===== src/rtl/csa_pkg.sv =====
`timescale 1ns/1ps
package csa_pkg;
   // True when width equals base times a power of two (base >= 1).
   function automatic bit width_ok(input int unsigned width, input int unsigned base);
      int unsigned w;
      w = width;
      if (base == 0) return 1'b0;
      while ((w > base) && (w % 2 == 0)) w = w / 2;
      return (w == base);
   endfunction
endpackage


===== src/rtl/csa_ripple.sv =====
`timescale 1ns/1ps
module csa_ripple #(
   parameter int unsigned W = 4
) (
   input  logic [W-1:0] a,
   input  logic [W-1:0] b,
   input  logic         cin,
   output logic [W-1:0] sum,
   output logic         cout
);
   logic [W:0]   chain;
   logic [W-1:0] sum_r;

   always_comb begin
      chain[0] = cin;
      for (int i = 0; i < W; i++) begin
         sum_r[i]     = a[i] ^ b[i] ^ chain[i];
         chain[i+1]   = (a[i] & b[i]) | (chain[i] & (a[i] ^ b[i]));
      end
   end

   assign sum  = sum_r;
   assign cout = chain[W];

   // bit-level chain agrees with an arithmetic add of the piece
   always_comb begin
      p_ripple_exact_r6: assert final ({cout, sum} == ({1'b0, a} + {1'b0, b} + (W+1)'(cin)))
         else $error("R6 ripple piece mismatch");
   end
endmodule


===== src/rtl/csa_select.sv =====
`timescale 1ns/1ps
module csa_select #(
   parameter int unsigned W = 4
) (
   input  logic         pick_one,
   input  logic [W-1:0] s_if0,
   input  logic         c_if0,
   input  logic [W-1:0] s_if1,
   input  logic         c_if1,
   output logic [W-1:0] s_out,
   output logic         c_out
);
   assign s_out = pick_one ? s_if1 : s_if0;
   assign c_out = pick_one ? c_if1 : c_if0;
endmodule


===== src/rtl/csa_node.sv =====
`timescale 1ns/1ps
module csa_node #(
   parameter int unsigned W = 64,
   parameter int unsigned B = 4
) (
   input  logic [W-1:0] a,
   input  logic [W-1:0] b,
   input  logic         cin,
   output logic [W-1:0] sum,
   output logic         cout
);
   generate
      if (W <= B) begin : g_leaf
         csa_ripple #(.W(W)) u_rip (
            .a(a), .b(b), .cin(cin), .sum(sum), .cout(cout)
         );
      end else begin : g_split
         localparam int unsigned H = W / 2;

         logic [H-1:0] lo_s, hi_s0, hi_s1, hi_s;
         logic         lo_c, hi_c0, hi_c1;

         csa_node #(.W(H), .B(B)) u_lo (
            .a(a[H-1:0]), .b(b[H-1:0]), .cin(cin), .sum(lo_s), .cout(lo_c)
         );
         csa_node #(.W(H), .B(B)) u_hi0 (
            .a(a[W-1:H]), .b(b[W-1:H]), .cin(1'b0), .sum(hi_s0), .cout(hi_c0)
         );
         csa_node #(.W(H), .B(B)) u_hi1 (
            .a(a[W-1:H]), .b(b[W-1:H]), .cin(1'b1), .sum(hi_s1), .cout(hi_c1)
         );
         csa_select #(.W(H)) u_sel (
            .pick_one(lo_c),
            .s_if0(hi_s0), .c_if0(hi_c0),
            .s_if1(hi_s1), .c_if1(hi_c1),
            .s_out(hi_s), .c_out(cout)
         );

         assign sum = {hi_s, lo_s};

         always_comb begin
            // the two speculative high results differ by exactly one
            p_hi_gap_r3: assert final (hi_s1 == hi_s0 + H'(1))
               else $error("R3 speculative high sums not adjacent");
            // carry with assumed 0 implies carry with assumed 1
            p_carry_order_r4: assert final (!hi_c0 || hi_c1)
               else $error("R4 speculative carries out of order");
         end
      end
   endgenerate
endmodule


===== src/rtl/cond_sum_adder.sv =====
`timescale 1ns/1ps
module cond_sum_adder #(
   parameter int unsigned WIDTH  = 64,
   parameter int unsigned BASE_W = 4
) (
   input  logic [WIDTH-1:0] op_a,
   input  logic [WIDTH-1:0] op_b,
   input  logic             carry_in,
   output logic [WIDTH-1:0] sum_o,
   output logic             carry_o
);
   localparam bit SHAPE_OK = csa_pkg::width_ok(WIDTH, BASE_W);

   generate
      if (!SHAPE_OK) begin : g_bad_shape
         $error("WIDTH must be BASE_W times a power of two");
      end
   endgenerate

   csa_node #(.W(WIDTH), .B(BASE_W)) u_root (
      .a(op_a), .b(op_b), .cin(carry_in), .sum(sum_o), .cout(carry_o)
   );

   always_comb begin
      // inverse pair plus carry wraps to zero with carry out
      p_wrap_r7: assert final (!((op_b == ~op_a) && carry_in) || ((sum_o == '0) && carry_o))
         else $error("R7 wrap case wrong");
      // adding zero passes the operand through
      p_identity_r8: assert final (!((op_b == '0) && !carry_in) || ((sum_o == op_a) && !carry_o))
         else $error("R8 identity case wrong");
   end
endmodule


===== config.mk =====
export PLATFORM = sky130hd
export DESIGN_NAME = cond_sum_adder
export DESIGN_NICKNAME = d
export VERILOG_FILES = /design/src/rtl/csa_pkg.sv /design/src/rtl/csa_ripple.sv /design/src/rtl/csa_select.sv /design/src/rtl/csa_node.sv /design/src/rtl/cond_sum_adder.sv
export SDC_FILE = /design/constraint.sdc
export NUM_CORES = 1
export LEC_CHECK = 0
export ABC_AREA = 1
export CORE_MARGIN = 8
export CORE_UTILIZATION = 45
export DETAILED_ROUTE_END_ITERATION = 6
export PLACE_DENSITY = 0.81
export SYNTH_ARGS = -nofsm -noshare
export SYNTH_HDL_FRONTEND = slang
export SYNTH_SLANG_ARGS = --single-unit

===== constraint.sdc =====
create_clock -name vclk -period 7.5
set_clock_uncertainty 0.05 [all_clocks]
set_input_delay 0.75 -clock vclk [all_inputs]
set_output_delay 0.75 -clock vclk [all_outputs]
set_load 0.01 [all_outputs]

==> results of run 1 <==
power by group through the flow:
stage | combinational (mW) | sequential (mW) | clock, mW
global route | 1.08 | 0 | 0
finish | 0.969 | 0 | 0
detailed placement | 0.972 | 0 | 0
CTS | 0.977 | 0 | 0
global placement | 0.960 | 0 | 0
floorplan | 0.566 | 0 | 0
path summary, 6_finish.rpt:
path | from | end | slack [ps] | cells past startpoint
worst max-delay path | op_a[0] | sum_o[44] | 540 | 24
worst min-delay path | op_b[7] | sum_o[7] | 2580 | 5
layout by cell type, fill, tap and decap left out, types with 3 or more instances in the layout:
master,n
o211ai_1,4
clkdlybuf4s50_1,194
inv_2,3
nand3_1,38
xnor2_1,8
ha_1,39
nor3_1,3
fa_1,73
nor2_1,24
inv_1,156
nand2_2,16
xor2_1,19
o21ai_0,62
a21oi_1,9
nand2_1,259
o21ai_1,17
nand2_4,10
critical path: cells and delay by family:
family	cells	cell delay [ps]
adder cells (fa/ha/maj)	7	2480
AO/OA/AOI/OAI	2	290
buffers and inverters	5	1160
AND/OR/NAND/NOR	10	1460
metal layers:
metal,global-route usage (%),vias to the layer above,routed length (um)
met5,0,-,0
met4,2.24,0,180
met3,1.34,12,758
met2,37.3,152,7490
met1,24.4,2388,6310
li1,-,2695,-
area by class of cell:
class                      instances  share of cell area (%)
inverter                         160                    8.59
multi-input combinational        597                    61.3
tap                              140                    2.49
timing repair buffer             194                    27.7
stage by stage:
stage | instances | cell area (um2) | util [%] | total power, mW
2_1_floorplan | 777 | 5050 | - | 0.566
3_3_place_gp | 1091 | 7020 | 64.5 | 0.960
3_5_place_dp | 1091 | 7020 | 64.5 | 0.972
4_1_cts | 1091 | 7020 | 64.5 | 0.977
5_1_grt | 1091 | 7020 | 64.5 | 1.08
6_report | 1091 | 7020 | 64.5 | 0.969
cell families after synthesis:
family | count (synthesis)
XOR/XNOR | 27
multiplexers | 2
adder cells (fa/ha/maj) | 112
AND/OR/NAND/NOR | 355
buffers and inverters | 180
AO/OA/AOI/OAI | 101
==> reports/qor.yml, run 1 <==
outcome:
  run_status: "complete, no violations"
power_and_ir_drop:
  p_sw_share_pct: 52.8
  internal-power_uw: 458
  pwr-share-comb_pct: 100.0
  vdd_ir_drop_max_v: 0.0000921
  p_per_area_nw_per_um2: 138
  p_switching_uw: 512
  p_clk_share_pct: 0
  seqPwrFrac_pct: 0
  p_leak_nw: 3.55
synthesis:
  synth_mux_area_share_pct: 0.446
  synth_common_cells: "259 x nand2_1, 156 x inv_1, 73 x fa_1"
  synth_nets: 1018
  synth_cell_type_count: 30
  synth_top_area_share_pct: 28.9
  synthAdderAreaFrac_pct: 38.6
  syn_inst: 777
  synth_xor_area_share_pct: 4.68
  yosys.area.top_type: "fa_1"
  synth_compound_area_share_pct: 11.1
  ys_seq_area_share_pct: 0
  syn_avg_cell_area_um2: 6.50
  yosysMostFrequentCell: "nand2_1"
  synth_area_um2: 5050
  synthSimpleGateAreaFrac_pct: 30.3
  yosys_warnings: 0
  ys_top_cells_by_area: "fa_1 29%, nand2_1 19%, inv_1 12%"
  synth_top_family_by_area: "adder cells"
run:
  cap_viol_max_count: 0
floorplan:
  start_util_pct: 46.4
  die-area_um2: 14900
  pin_count: 194
  coreArea_um2: 10900
  fp.dieW_um: 122
  std_cell_rows: 38
  die_h_um: 122
grt:
  grt_pass1_wl_mm: 24.3
  grt_usage_pct: 19.7
  grt_max_degree: 33
  grt_pass1_vias: 5186
  antenna_found_initial: 0
  grt_overflow: 0
final_layout:
  n_clock_buffer: 0
  multi_input_area_um2: 4300
  n_fill_cell: 989
  regArea_um2: 0
  seq_cell_count: 0
  antenna_cells: 0
  layout-drive-gt1-share_pct: 4.31
  areaGrowthSynthToFinish_pct: 38.9
  final_nets: 1194
placement:
  place_congestion: 0.911
  dp_slack_ps: 508
  post-dp-hpwl_mm: 12.9
  io_buffers: 194
timing:
  clock.fmax_mhz: 144
  fin_setup_tns_ps: 0
  finalHoldViolCount: 0
  setup_ws_ps: 537
  rsz0062_at_grt: "false"
  holdWs_ps: 2580
  worst_pin_slew_ps: 625
  setup_violations: 0
  slew_headroom_pct: 58.2
  finalMaxSlewViolations: 0
  layout_min_cycle_time_ps: 6960
  final.period_utilization_pct: 92.8
cts:
  holdBufCountCts: 0
  ctsResizeCount: 0
  cts_setup_buffers: 0
drt:
  post_drt_via_cell_ratio: 4.81
  num_vias: 5247
  routedWlPerCell_um: 13.5
  drtPass1Iterations: 5
  drt.antenna.violating_nets: 0
  drt-initial-drc-count: 231
  wl_mm: 14.7
  drc: 0
worst_hold_path:
  hp-class: "primary input to output pin"
worst_setup_path:
  worstPathRequired_ps: 6700
  path_class: "primary input to output pin"
  slowest_stage: "clkdlybuf4s50_1"
  path_common_cell: "fa_1"
  crit_chain: "clkdlybuf4s50_1 -> fa_1 -> fa_1 -> fa_1 -> inv_1 -> fa_1 -> o21ai_0 -> fa_1 -> fa_1 -> inv_1 -> fa_1 -> inv_2 -> nand3_1 -> nand3_1 -> nand2_1 -> nand2_2 -> nand2_4 -> nand2_2 -> nand2_4 -> nand2_2 -> nand2_2 -> o211ai_1 -> nand2_1 -> clkdlybuf4s50_1"
  crit_fanout: 30
  max_stage_delay_ps: 540
  cp_data_arrival_time_ps: 6160
  worstSetupStartpointType: "primary input"
  endpoint_kind: "output pin"
Power figures use the tool's default switching activity.
==> run 2: changes to the inputs <==
--- a/config.mk
+++ b/config.mk
@@ -7,9 +7,9 @@
 export LEC_CHECK = 0
 export ABC_AREA = 1
 export CORE_MARGIN = 8
-export CORE_UTILIZATION = 45
+export CORE_UTILIZATION = 51
 export DETAILED_ROUTE_END_ITERATION = 6
-export PLACE_DENSITY = 0.81
+export PLACE_DENSITY = 0.9
 export SYNTH_ARGS = -nofsm -noshare
 export SYNTH_HDL_FRONTEND = slang
 export SYNTH_SLANG_ARGS = --single-unit
==> run 2 against run 1 <==
- first-iteration DRC count increased by 21%
- count of clock-buffer cells in the layout unchanged
- combinational power increased by 0.5%
- fmax decreased by 0.64%
- utilization increased by 7.9 points
- flip-flop and latch count unchanged
- design area decreased by 0.12%
- critical endpoint unchanged
- global-route usage increased by 3.0 points
==> reports/qor.yml, run 2 (same netlist as run 1, synthesis figures left out) <==
outcome:
  run_status: "complete, no violations"  # unchanged
power_and_ir_drop:
  p_switching_uw: 516  # was 512 uW
  pwr-share-comb_pct: 100.0  # about the same
  p_clk_share_pct: 0  # about the same
  p_sw_share_pct: 53.0  # was 52.8%
  vdd_ir_drop_max_v: 0.0000956  # was 0.0000921 V
  p_per_area_nw_per_um2: 139  # was 138 nW/um2
  p_leak_nw: 3.55  # unchanged
  p_total_uw: 974  # was 969 uW
  internal-power_uw: 458  # about the same
  seqPwrFrac_pct: 0  # about the same
grt:
  grt_overflow: 0  # unchanged
  grt_pass1_wl_mm: 25.0  # was 24.3 mm
  grt_max_degree: 33  # unchanged
  grt_usage_pct: 22.7  # was 19.7%
  antenna_found_initial: 0  # unchanged
  grt_pass1_vias: 5492  # was 5186
floorplan:
  start_util_pct: 52.2  # was 46.4%
  coreArea_um2: 9680  # was 10900 um2
  die_h_um: 116  # was 122 um
  fp.dieW_um: 116  # was 122 um
  std_cell_rows: 36  # was 38
  pin_count: 194  # unchanged
  die-area_um2: 13400  # was 14900 um2
drt:
  drt-initial-drc-count: 279  # was 231
  drc: 0  # unchanged
  routedWlPerCell_um: 13.8  # was 13.5 um
  post_drt_via_cell_ratio: 4.97  # was 4.81
  drt.antenna.violating_nets: 0  # unchanged
  drtPass1Iterations: 5  # unchanged
  num_vias: 5385  # was 5247
  wl_mm: 15.0  # was 14.7 mm
worst_setup_path:
  slowest_stage: "clkdlybuf4s50_1"  # unchanged
  crit_fanout: 30  # unchanged
  path_class: "primary input to output pin"  # unchanged
  worstPathRequired_ps: 6700  # about the same
  worstSetupStartpointType: "primary input"  # unchanged
  path_depth: 24  # unchanged
  path_common_cell: "fa_1"  # unchanged
  endpoint_kind: "output pin"  # unchanged
  max_stage_delay_ps: 540  # about the same
  cp_data_arrival_time_ps: 6210  # was 6160 ps
  crit_family: "adder cells"  # unchanged
  worst-path-buf-inv: 5  # unchanged
  crit_chain: "clkdlybuf4s50_1 -> fa_1 -> fa_1 -> fa_1 -> inv_1 -> fa_1 -> o21ai_0 -> fa_1 -> fa_1 -> inv_1 -> fa_1 -> inv_2 -> nand3_1 -> nand3_1 -> nand2_1 -> nand2_2 -> nand2_4 -> nand2_2 -> nand2_4 -> nand2_2 -> nand2_2 -> o211ai_1 -> nand2_1 -> clkdlybuf4s50_1"  # unchanged
final_layout:
  areaGrowthSynthToFinish_pct: 38.8  # was 38.9%
  n_clock_buffer: 0  # unchanged
  regArea_um2: 0  # unchanged
  antenna_cells: 0  # unchanged
  final_cell_mix: "259 x nand2_1, 194 x clkdlybuf4s50_1, 156 x inv_1"  # unchanged
  final_nets: 1194  # unchanged
  layout-drive-gt1-share_pct: 4.31  # unchanged
  seq_cell_count: 0  # unchanged
  layout.cells.most_common: "nand2_1"  # unchanged
cts:
  ctsResizeCount: 0  # unchanged
  holdBufCountCts: 0  # unchanged
  cts_setup_buffers: 0  # unchanged
timing:
  finalMaxSlewViolations: 0  # unchanged
  finalHoldViolCount: 0  # unchanged
  clock.fmax_mhz: 143  # was 144 MHz
  worst_pin_slew_ps: 631  # was 625 ps
  rsz0062_at_grt: "false"  # unchanged
  slew_headroom_pct: 57.8  # was 58.2%
  setup_violations: 0  # unchanged
  final.period_utilization_pct: 93.4  # was 92.8%
  holdWs_ps: 2580  # about the same
  fin_setup_tns_ps: 0  # unchanged
  layout_min_cycle_time_ps: 7010  # was 6960 ps
worst_hold_path:
  worstHoldPathCells: 5  # unchanged
  hp-class: "primary input to output pin"  # unchanged
placement:
  io_buffers: 194  # unchanged
  place_congestion: 0.856  # was 0.911
  post-dp-hpwl_mm: 13.2  # was 12.9 mm
run:
  cap_viol_max_count: 0  # unchanged
## run 2: cell counts in the layout (fill, tap and decap cells not counted)
No cell type changed its count.
## run 2: per-stage QoR
stage	utilization [%]	setup WS (ps)	instance area [um2]	std cells
4_1_cts	72.4	488	7010	1084
6_report	72.4	492	7010	1084
3_5_place_dp	72.4	481	7010	1084
3_3_place_gp	72.4	654	7010	1084
2_1_floorplan	-	2190	5050	777
5_1_grt	72.4	101	7010	1084
## run 2: worst paths after layout
path                  slack [ps]   endpoint    start
worst max-delay path         490  sum_o[44]  op_a[0]
worst min-delay path        2580   sum_o[3]  op_b[3]
## run 2: tightest hold or removal path, stage by stage
cell and delay [ps]:
clkdlybuf4s50_1 400, inv_1 80, fa_1 160, inv_1 40, clkdlybuf4s50_1 470
## run 2: final cells by class
type	count	area, um2
tap	133	166
timing repair buffer	194	1940
inverter	160	603
multi-input combinational	597	4300
fill	765	2670
## run 2: routing by layer
metal	part of all wire (%)	track usage (%)	routed length [um]	up-vias
li1	-	-	-	2696
met1	39	25.7	5790	2486
met2	52	43.4	7780	171
met3	6.3	2.81	948	32
met4	2.9	5.69	434	0
met5	0	0	0	-
## run 2: power groups by stage
| stage | sequential, mW | combinational [mW] | clock, mW |
|---|---|---|---|
| global placement | 0 | 0.954 | 0 |
| detailed placement | 0 | 0.975 | 0 |
| CTS | 0 | 0.979 | 0 |
| floorplan | 0 | 0.566 | 0 |
| global route | 0 | 1.09 | 0 |
| finish | 0 | 0.974 | 0 |
